### src/rtl/cdac_pkg.sv
package cdac_pkg;

  typedef enum logic [3:0] {
    ST_IDLE, ST_ADDR, ST_ACK_ADDR, ST_MEM, ST_ACK_MEM,
    ST_WDATA, ST_ACK_DATA, ST_RDATA, ST_RACK, ST_IGNORE
  } bus_st_t;

  // 7-bit device address: two straps on top, fixed 10000b below
  function automatic logic [6:0] dev_address(input logic hi, input logic lo);
    return {hi, lo, 5'b10000};
  endfunction

  // true when a lies in [base, base+n)
  function automatic logic in_window(input logic [7:0] a, input logic [7:0] base,
                                     input int unsigned n);
    logic [8:0] a9, b9;
    a9 = {1'b0, a};
    b9 = {1'b0, base};
    return (a9 >= b9) && (a9 < b9 + 9'(n));
  endfunction

  function automatic logic drive_sink(input logic [7:0] r);
    return ~r[7] & (|r[6:0]);
  endfunction

  function automatic logic drive_source(input logic [7:0] r);
    return r[7] & (|r[6:0]);
  endfunction

endpackage

### src/rtl/i2c_line_sync.sv
module i2c_line_sync #(
  parameter int STAGES = 2
) (
  input  logic clk,
  input  logic rst_n,
  input  logic line_i,
  output logic line_s,
  output logic line_q
);
  logic [STAGES-1:0] chain;

  always_ff @(posedge clk or negedge rst_n) begin
    if (!rst_n) chain[0] <= 1'b1;
    else        chain[0] <= line_i;
  end

  generate
    for (genvar k = 1; k < STAGES; k++) begin : g_stage
      always_ff @(posedge clk or negedge rst_n) begin
        if (!rst_n) chain[k] <= 1'b1;
        else        chain[k] <= chain[k-1];
      end
    end
  endgenerate

  always_ff @(posedge clk or negedge rst_n) begin
    if (!rst_n) line_q <= 1'b1;
    else        line_q <= chain[STAGES-1];
  end

  assign line_s = chain[STAGES-1];
endmodule

### src/rtl/cdac_i2c_engine.sv
module cdac_i2c_engine
  import cdac_pkg::*;
(
  input  logic       clk,
  input  logic       rst_n,
  input  logic       scl_s,
  input  logic       scl_q,
  input  logic       sda_s,
  input  logic       sda_q,
  input  logic [6:0] dev_addr,
  input  logic [7:0] rd_data,
  output logic       sda_oe,
  output logic       wr_stb,
  output logic [7:0] mem_ptr,
  output logic [7:0] wr_data,
  output logic       start_evt,
  output logic       stop_evt
);
  bus_st_t    state;
  logic [3:0] cnt;
  logic [7:0] shreg;
  logic [7:0] tx;
  logic       rw;
  logic       scl_rise, scl_fall;

  assign scl_rise  = scl_s & ~scl_q;
  assign scl_fall  = ~scl_s & scl_q;
  assign start_evt = scl_s & scl_q & sda_q & ~sda_s;
  assign stop_evt  = scl_s & scl_q & ~sda_q & sda_s;

  always_ff @(posedge clk or negedge rst_n) begin
    if (!rst_n) begin
      state   <= ST_IDLE;
      cnt     <= '0;
      shreg   <= '0;
      tx      <= '0;
      rw      <= 1'b0;
      sda_oe  <= 1'b0;
      wr_stb  <= 1'b0;
      mem_ptr <= '0;
      wr_data <= '0;
    end else begin
      wr_stb <= 1'b0;
      if (start_evt) begin
        state <= ST_ADDR;
        cnt   <= '0;
      end else if (stop_evt) begin
        state <= ST_IDLE;
      end else if (scl_rise) begin
        unique case (state)
          ST_ADDR, ST_MEM, ST_WDATA:
            if (cnt < 4'd8) begin
              shreg <= {shreg[6:0], sda_s};
              cnt   <= cnt + 4'd1;
            end
          ST_RDATA: cnt <= cnt + 4'd1;
          ST_RACK:  state <= ST_IGNORE;
          default: ;
        endcase
      end else if (scl_fall) begin
        sda_oe <= 1'b0;
        unique case (state)
          ST_ADDR:
            if (cnt == 4'd8) begin
              if (shreg[7:1] == dev_addr) begin
                rw     <= shreg[0];
                sda_oe <= 1'b1;
                state  <= ST_ACK_ADDR;
              end else begin
                state <= ST_IGNORE;
              end
            end
          ST_ACK_ADDR: begin
            cnt <= '0;
            if (rw) begin
              tx     <= rd_data;
              sda_oe <= ~rd_data[7];
              state  <= ST_RDATA;
            end else begin
              state <= ST_MEM;
            end
          end
          ST_MEM:
            if (cnt == 4'd8) begin
              mem_ptr <= shreg;
              sda_oe  <= 1'b1;
              state   <= ST_ACK_MEM;
            end
          ST_ACK_MEM: begin
            cnt   <= '0;
            state <= ST_WDATA;
          end
          ST_WDATA:
            if (cnt == 4'd8) begin
              wr_data <= shreg;
              sda_oe  <= 1'b1;
              state   <= ST_ACK_DATA;
            end
          ST_ACK_DATA: begin
            wr_stb <= 1'b1;
            state  <= ST_IGNORE;
          end
          ST_RDATA:
            if (cnt == 4'd8) state  <= ST_RACK;
            else             sda_oe <= ~tx[3'd7 - cnt[2:0]];
          default: ;
        endcase
      end
    end
  end
endmodule

### src/rtl/cdac_reg_bank.sv
module cdac_reg_bank
  import cdac_pkg::*;
#(
  parameter int          NCH      = 4,
  parameter int          MAG_W    = 7,
  parameter logic [7:0]  MAP_BASE = 8'hF8
) (
  input  logic                 clk,
  input  logic                 rst_n,
  input  logic                 wr_stb,
  input  logic [7:0]           wr_addr,
  input  logic [7:0]           wr_data,
  input  logic [7:0]           rd_addr,
  output logic [7:0]           rd_data,
  output logic [NCH-1:0]       sink_en,
  output logic [NCH-1:0]       source_en,
  output logic [NCH*MAG_W-1:0] magnitude
);
  localparam int IDX_W = (NCH > 1) ? $clog2(NCH) : 1;

  logic [7:0] regs [NCH];
  logic [8:0] wr_off, rd_off;
  logic       wr_hit, rd_hit;

  assign wr_off = {1'b0, wr_addr} - {1'b0, MAP_BASE};
  assign rd_off = {1'b0, rd_addr} - {1'b0, MAP_BASE};
  assign wr_hit = in_window(wr_addr, MAP_BASE, NCH);
  assign rd_hit = in_window(rd_addr, MAP_BASE, NCH);

  generate
    for (genvar c = 0; c < NCH; c++) begin : g_ch
      always_ff @(posedge clk or negedge rst_n) begin
        if (!rst_n)
          regs[c] <= '0;
        else if (wr_stb && wr_hit && (wr_off[IDX_W-1:0] == IDX_W'(c)))
          regs[c] <= wr_data;
      end
      assign sink_en[c]                   = drive_sink(regs[c]);
      assign source_en[c]                 = drive_source(regs[c]);
      assign magnitude[c*MAG_W +: MAG_W]  = regs[c][MAG_W-1:0];
    end
  endgenerate

  assign rd_data = rd_hit ? regs[rd_off[IDX_W-1:0]] : 8'h00;
endmodule

### src/rtl/cdac_i2c_target.sv
module cdac_i2c_target #(
  parameter int         NCH         = 4,
  parameter int         MAG_W       = 7,
  parameter logic [7:0] MAP_BASE    = 8'hF8,
  parameter int         SYNC_STAGES = 2
) (
  input  logic                 clk,
  input  logic                 rst_n,
  input  logic                 scl_i,
  input  logic                 sda_i,
  output logic                 sda_oe,
  input  logic                 strap_hi,
  input  logic                 strap_lo,
  output logic [NCH-1:0]       sink_en,
  output logic [NCH-1:0]       source_en,
  output logic [NCH*MAG_W-1:0] magnitude
);
  logic       scl_s, scl_q, sda_s, sda_q;
  logic       start_evt, stop_evt, wr_stb;
  logic [7:0] mem_ptr, wr_data, rd_data;
  logic [6:0] dev_addr;

  assign dev_addr = cdac_pkg::dev_address(strap_hi, strap_lo);

  i2c_line_sync #(.STAGES(SYNC_STAGES)) scl_sync_i (
    .clk(clk), .rst_n(rst_n), .line_i(scl_i), .line_s(scl_s), .line_q(scl_q));
  i2c_line_sync #(.STAGES(SYNC_STAGES)) sda_sync_i (
    .clk(clk), .rst_n(rst_n), .line_i(sda_i), .line_s(sda_s), .line_q(sda_q));

  cdac_i2c_engine engine_i (
    .clk(clk), .rst_n(rst_n), .scl_s(scl_s), .scl_q(scl_q), .sda_s(sda_s),
    .sda_q(sda_q), .dev_addr(dev_addr), .rd_data(rd_data), .sda_oe(sda_oe),
    .wr_stb(wr_stb), .mem_ptr(mem_ptr), .wr_data(wr_data),
    .start_evt(start_evt), .stop_evt(stop_evt));

  cdac_reg_bank #(.NCH(NCH), .MAG_W(MAG_W), .MAP_BASE(MAP_BASE)) bank_i (
    .clk(clk), .rst_n(rst_n), .wr_stb(wr_stb), .wr_addr(mem_ptr),
    .wr_data(wr_data), .rd_addr(mem_ptr), .rd_data(rd_data),
    .sink_en(sink_en), .source_en(source_en), .magnitude(magnitude));
endmodule

### config.mk
export PLATFORM = sky130hd
export DESIGN_NAME = cdac_i2c_target
export DESIGN_NICKNAME = d
export VERILOG_FILES = /design/src/rtl/cdac_pkg.sv /design/src/rtl/i2c_line_sync.sv /design/src/rtl/cdac_i2c_engine.sv /design/src/rtl/cdac_reg_bank.sv /design/src/rtl/cdac_i2c_target.sv
export SDC_FILE = /design/constraint.sdc
export NUM_CORES = 1
export LEC_CHECK = 0
export BUFFER_PORTS_ARGS = -buffer_cell sky130_fd_sc_hd__buf_2
export CORE_MARGIN = 2
export CORE_UTILIZATION = 35
export DETAILED_ROUTE_END_ITERATION = 6
export SETUP_SLACK_MARGIN = 0.3
export SLEW_MARGIN = 20
export SYNTH_ARGS = -nofsm -noshare
export SYNTH_HDL_FRONTEND = slang
export SYNTH_SLANG_ARGS = --single-unit
### constraint.sdc
create_clock -name clk -period 5.4 [get_ports clk]
set_input_delay 0.27 -clock clk [delete_from_list [all_inputs] [get_ports clk]]
set_output_delay 0.27 -clock clk [all_outputs]
set_load 0.01 [all_outputs]
# Word-level counts from Yosys, hierarchy flattened

Index checks and enable logic that the tools add are counted.
Widths: inputs -> output; s select.

Register bits: 81
Input port bits: 6
Output and inout port bits: 37
Word-level logic and storage cells: 139

$add $sub $neg: 3
Magnitude comparators: 5
Eq/ne operators: 21
Mux-type cells: 36
Bitwise gates (word level): 29
Reductions and logical operators: 26

Operator list:

| kind                | number |
|---|---|
| $mux 4              | 16 |
| $pmux 4 s7          | 1 |
| $reduce_or 7->1     | 4 |
| $mux 8              | 3 |
| $ne 5x1->1 const B  | 4 |
| $reduce_and 6->1    | 3 |
| $bmux 8 s2          | 1 |
| $eq 4x3->1 const B  | 4 |
| $and 1x1->1         | 15 |
| $reduce_and 7->1    | 2 |
| $not 1->1           | 13 |
| $mux 1              | 11 |
| $reduce_and 5->1    | 2 |
| $reduce_bool 10->1  | 1 |
| $eq 4x2->1 const B  | 2 |
| $eq 4x4->1 const B  | 2 |
| $ge 8x8->1 const B  | 1 |
| $lt 8x8->1 const B  | 1 |
| $ne 4x3->1 const B  | 2 |
| $pmux 4 s2          | 1 |
| $eq 7x7->1          | 1 |
| $logic_and 1x1->1   | 6 |
| $reduce_bool 3->1   | 2 |
| $add 4x1->4 const B | 1 |
| 19 further kinds    | 21 |

# Logic depth before layout (Yosys ltp)

Depth in word-level cells: 9
Depth in mapped cells: 8
Gate-level depth less buffers: 7

# Hierarchy

Synthesis repeated with hierarchy kept, for this count alone.

Cells, all modules: 330
Area, all modules: 4205.3 um2

By module, submodules not included:

| module          | times used | cells an instance | area each (um2) | seq. area each (um2) |
|---|---|---|---|---|
| cdac_i2c_engine | 1          | 185               | 2233.4          | 1076.0 |
| cdac_reg_bank   | 1          | 137               | 1806.7          | 800.8 |
| i2c_line_sync   | 2          | 3                 | 78.8            | 78.8 |
| cdac_i2c_target | 1          | 2                 | 7.5             | 0.0 |

# Worst setup path after synthesis

OpenSTA, ideal clock, no wires.

Path type: register -> register
Start point: reg scl_sync_i.line_q
End point: reg engine_i.cnt[0]
Setup time: 125 ps
Arrival: 2005 ps
Data required time: 5275 ps
Slack: 3270 ps
Cell stages (with the launch flop): 8
Path buffers: 0
Period minus slack after synthesis: 2130 ps
Cells stage by stage: dfstp_2 -> inv_1 -> ha_1 -> inv_1 -> a221o_1 -> a32o_1 -> o21ai_0 -> mux2_2

Longest elaborated chain between the ends: 5
Elaborated cells on any way between the ends: 17
Those cells by class: 3 x eq/ne; 3 x mux; 8 x bitwise; 3 x reduce/logical

Ends and longest elaborated chain:

| what                                                               | line                                                                | RTL |
|---|---|---|
| start, declared                                                    | i2c_line_sync.sv:8                                                  | `output logic line_q` |
| start signal, assigned                                             | i2c_line_sync.sv:28                                                 | `else line_q <= chain[STAGES-1];` |
| $and 1x1->1 / $not 1->1 (equally long branches)                    | cdac_i2c_engine.sv:28, cdac_i2c_engine.sv:29, cdac_i2c_engine.sv:26 |  |
| $and 1x1->1 (on tied branches)                                     | cdac_i2c_engine.sv:28, cdac_i2c_engine.sv:26, cdac_i2c_engine.sv:29 |  |
| $and 1x1->1 (tied with other cells)                                | cdac_i2c_engine.sv:28                                               | `assign start_evt = scl_s & scl_q & sda_q & ~sda_s;` |
| $ne 4x3->1 (no source line) (tied with other cells)                | n/a                                                                 |  |
| $reduce_and 5->1 (no source line) / $mux 4 (equally long branches) | n/a                                                                 |  |
| end signal, assigned                                               | cdac_i2c_engine.sv:54                                               | `cnt <= cnt + 4'd1;` |
| end signal, assigned                                               | cdac_i2c_engine.sv:56                                               | `ST_RDATA: cnt <= cnt + 4'd1;` |
| end, declared                                                      | cdac_i2c_engine.sv:20                                               | `logic [3:0] cnt;` |

Several ways; a longest one is shown, not always the timed one. The select of a mux whose other input is x is not followed.
A chain may end at the register's enable or synchronous reset.

# Final worst setup path

Start point: reg scl_sync_i.line_q
End point: reg engine_i.wr_data[4]

Longest elaborated chain between the ends: 5
Elaborated cells on any way between the ends: 12
Those cells by class: 11 x bitwise; 1 x reduce/logical

Ends and longest elaborated chain:

| what                                         | line                                         | RTL |
|---|---|---|
| $and 1x1->1                                  | cdac_i2c_engine.sv:28, cdac_i2c_engine.sv:29 |  |
| $and 1x1->1 (on tied branches) (2 in series) | cdac_i2c_engine.sv:28, cdac_i2c_engine.sv:29 |  |
| $not 1->1 (no source line)                   | n/a                                          |  |
| $reduce_and 6->1 (no source line) *          | n/a                                          |  |
| end signal, assigned                         | cdac_i2c_engine.sv:95                        | `wr_data <= shreg;` |
| end, declared                                | cdac_i2c_engine.sv:15                        | `output logic [7:0] wr_data,` |

Every way passes the cells marked *; elsewhere a longest branch is shown, timed or not.

==> key figures <==
Power
  • Clk pwr share: 41.9%
  • Sequential power share: 45.2%
  • Peak VDD IR: 0.1163 mV
  • Leak pwr: 2.243 nW
  • PwrDens: 365.0 nW/µm²
  • Internal power: 1.233 mW
  • Sw power: 0.4614 mW
  • Comb pwr share: 12.9%
  • Sw frac: 27.24%

Global route
  • Overflow after GRT: 0
  • First-pass GRT wire length: 14280 µm
  • Largest net degree at the start of global routing: 82
  • Total GRT Usage: 14.41%
  • Vias in the first global route: 2624
  • Initial antenna violation count: 0

Setup path
  • WP data required: 5.62 ns
  • Worst r2r src: scl_sync_i.line_q
  • FF-to-FF setup slack: 2.97 ns
  • Crit-path max FO: 15
  • Worst r2r dst: engine_i.wr_data[4]
  • Critical path class: reg -> reg
  • CP Launch Type: flip-flop
  • Reg2reg path depth: 6
  • CP Capture Type: flip-flop
  • Crit path DAT: 2.65 ns

Clock tree
  • Clk_lat worst skew: 0.34 ns
  • Htree depth: 3
  • CTS max path bufs: 2
  • CTS Hold Bufs: 0
  • CTS tree: yes
  • CTS Root Cell: clkbuf_16
  • Post-CTS sizing: 0
  • Clock transition at path regs: 0.06 ns
  • Num CTS Buffers: 9
  • CTS sink count: 81
  • Post-CTS setup buffer count: 0

Job
  • Max-cap violations: 0

Timing
  • Worst Slack Setup Final: 2.971 ns
  • Fin. Hold Viols: 26
  • Rel. slew slack: 48.13%
  • Final Setup Violations: 0
  • TNS Setup: 0 ns
  • Pins Over Slew Limit: 0
  • Least-Margin Pin Slew: 0.7746 ns
  • Minimum clock period: 2.429 ns
  • RSZ-0062 raised after global routing: false
  • Layout Skew: 0.004648 ns
  • Worst hold slack: -0.04694 ns
  • Final period util: 44.98%
  • F_max: 0.4117 GHz

Min path
  • HP Class: in -> async

Floorplanning
  • Chip Width: 113.2 µm
  • Area of the die: 12820 µm²
  • Initial Utilization: 36.25%
  • Die height: 113.2 µm
  • Core area: 11520 µm²
  • Std cell rows: 39
  • IO Count: 43

Layout
  • Fin nets: 356
  • FILL cells: 1115
  • Most frequent cells in the layout: 75 x dfrtp_1, 59 x mux2_2, 41 x buf_2
  • Area growth syn-to-layout: 11.18%
  • Finished Core Util: 40.30%
  • # diodes: 0
  • Commonest non-fill, non-tap cell in the layout: dfrtp_1
  • Fraction of layout cells with a size suffix above 1: 42.86%
  • Final Instance Area: 4641 µm²

Detailed routing
  • Vias per cell: 5.247
  • Vias: 2587
  • DR pass1 iterations: 6
  • DR WL/cell: 17.39 µm
  • Initial DRC count: 93
  • DRT antenna net count: 0
  • DRT Wirelength: 8575 µm
  • DR DRC count: 2

Logic synthesis
  • EDFF count, synth: 0
  • Leading area contributor after synthesis: dfrtp_1
  • Post-synthesis sequential area ratio: 48.74%
  • Dominant cells by area after synthesis: dfrtp_1 45%, mux2_2 16%, mux4_2 5.4%
  • Asr flop ratio synth: 100.0%
  • Syn Inst Count: 330
  • Post-synthesis cell type count: 53
  • Syn Area/Cell: 12.65 µm²
  • Synth Flop Type: dfrtp_1
  • Yosys warns: 0
  • Syn Nets: 341
  • Flops & latches, synth: 81
  • Mapped cell area: 4174 µm²
  • Top cell type's share of synthesized area: 44.96%

Place
  • Port buffer count: 42
  • Placed wire-length estimate: 6073 µm
  • Area post-placement: 4292 µm²
  • Worst-case setup slack after placement: 2.965 ns
  • Placer congestion estimate: 0.8122

Run status
  • Failing checks: design-rule violations, negative hold slack
  • Status: finished with violations
[power by group through the flow]
stage               logic, mW  registers, mW  clock network [mW]
finish                  0.219          0.765               0.710
global route            0.247          0.778               0.747
global placement        0.214          0.777                   0
floorplan               0.211          0.712                   0
CTS                     0.220          0.765               0.718
detailed placement      0.219          0.775                   0
[metal layers]
metal / GRT usage [%] / up-vias / part of all wire [%]
li1: - / 1207 / -
met5: 0 / - / 0
met4: 7.480 / 0 / 2.5
met2: 23.27 / 37 / 50
met1: 18.88 / 1330 / 45
met3: 2.142 / 13 / 2.3
[critical path, stage by stage (launching register included)]
cell and delay (ns):
dfstp_2 0.56, inv_1 0.05, ha_1 0.35, a21oi_1 0.32
nand4_4 0.18, nor4_4 0.45, mux2_2 0.40
[sequential cells by signal, indices dropped and copies added (netlist names), 4 cells and up]
register,flops
bank_i.magnitude,28
bank_i.regs,4
engine_i.cnt,4
engine_i.mem_ptr,8
engine_i.shreg,8
engine_i.state,4
engine_i.tx,8
engine_i.wr_data,8
[through the flow]
stage                     power, mW  instances  hold WS (ns)
final                         1.694        493      -0.04694
after global routing          1.772        493       0.02301
after CTS                     1.704        493       0.01788
after detailed placement     0.9944        477        0.3472
after global placement       0.9913        477        0.3462
after floorplan              0.9238        330      -0.02559
[worst max-delay path by stage]
stage,start,endpoint,slack (ns)
global placement,scl_sync_i.line_q,engine_i.wr_data[6],3.05
detailed placement,scl_sync_i.line_q,engine_i.wr_data[4],2.97
CTS,scl_sync_i.line_q,engine_i.wr_data[4],2.95
floorplan,scl_sync_i.line_q,engine_i.cnt[0],3.27
global route,scl_sync_i.line_q,engine_i.mem_ptr[7],2.78
finish,scl_sync_i.line_q,engine_i.wr_data[4],2.97
[cell families (layout without fill, tap and decap cells)]
| kind of cell | after synthesis | count (layout) | synth area share [%] |
|---|---|---|---|
| simple gates | 87 | 87 | 13.52 |
| flops | 81 | 81 | 48.74 |
| fa+ha+maj | 5 | 5 | 1.499 |
| compound gates | 31 | 31 | 5.366 |
| mux | 73 | 73 | 22.39 |
| xor+xnor | 4 | 4 | 0.8395 |
| buf+inv | 49 | 69 | 7.644 |
[synth_stat cells (5+ instances only)]
| cell type | number |
|---|---|
| mux2_2 | 59 |
| nor2_1 | 8 |
| inv_1 | 10 |
| ha_1 | 5 |
| dfrtp_1 | 75 |
| mux4_2 | 10 |
| nor2b_1 | 6 |
| a21oi_1 | 5 |
| buf_4 | 28 |
| nand2_1 | 27 |
| buf_2 | 6 |
| nor4_1 | 6 |
| or2_2 | 5 |
| dfstp_2 | 6 |
[final cells by class]
type / count / area [µm²] / area share [%]
Clock buffer: 12 / 246.5 / 5.311
Inverter: 10 / 37.54 / 0.8088
Multi-Input combinational cell: 200 / 1821 / 39.23
Timing Repair Buffer: 43 / 224.0 / 4.826
Clock inverter: 4 / 98.84 / 2.130
Tap cell: 143 / 178.9 / 3.855
Sequential cell: 81 / 2034 / 43.84
Power figures use the tool's default switching activity.
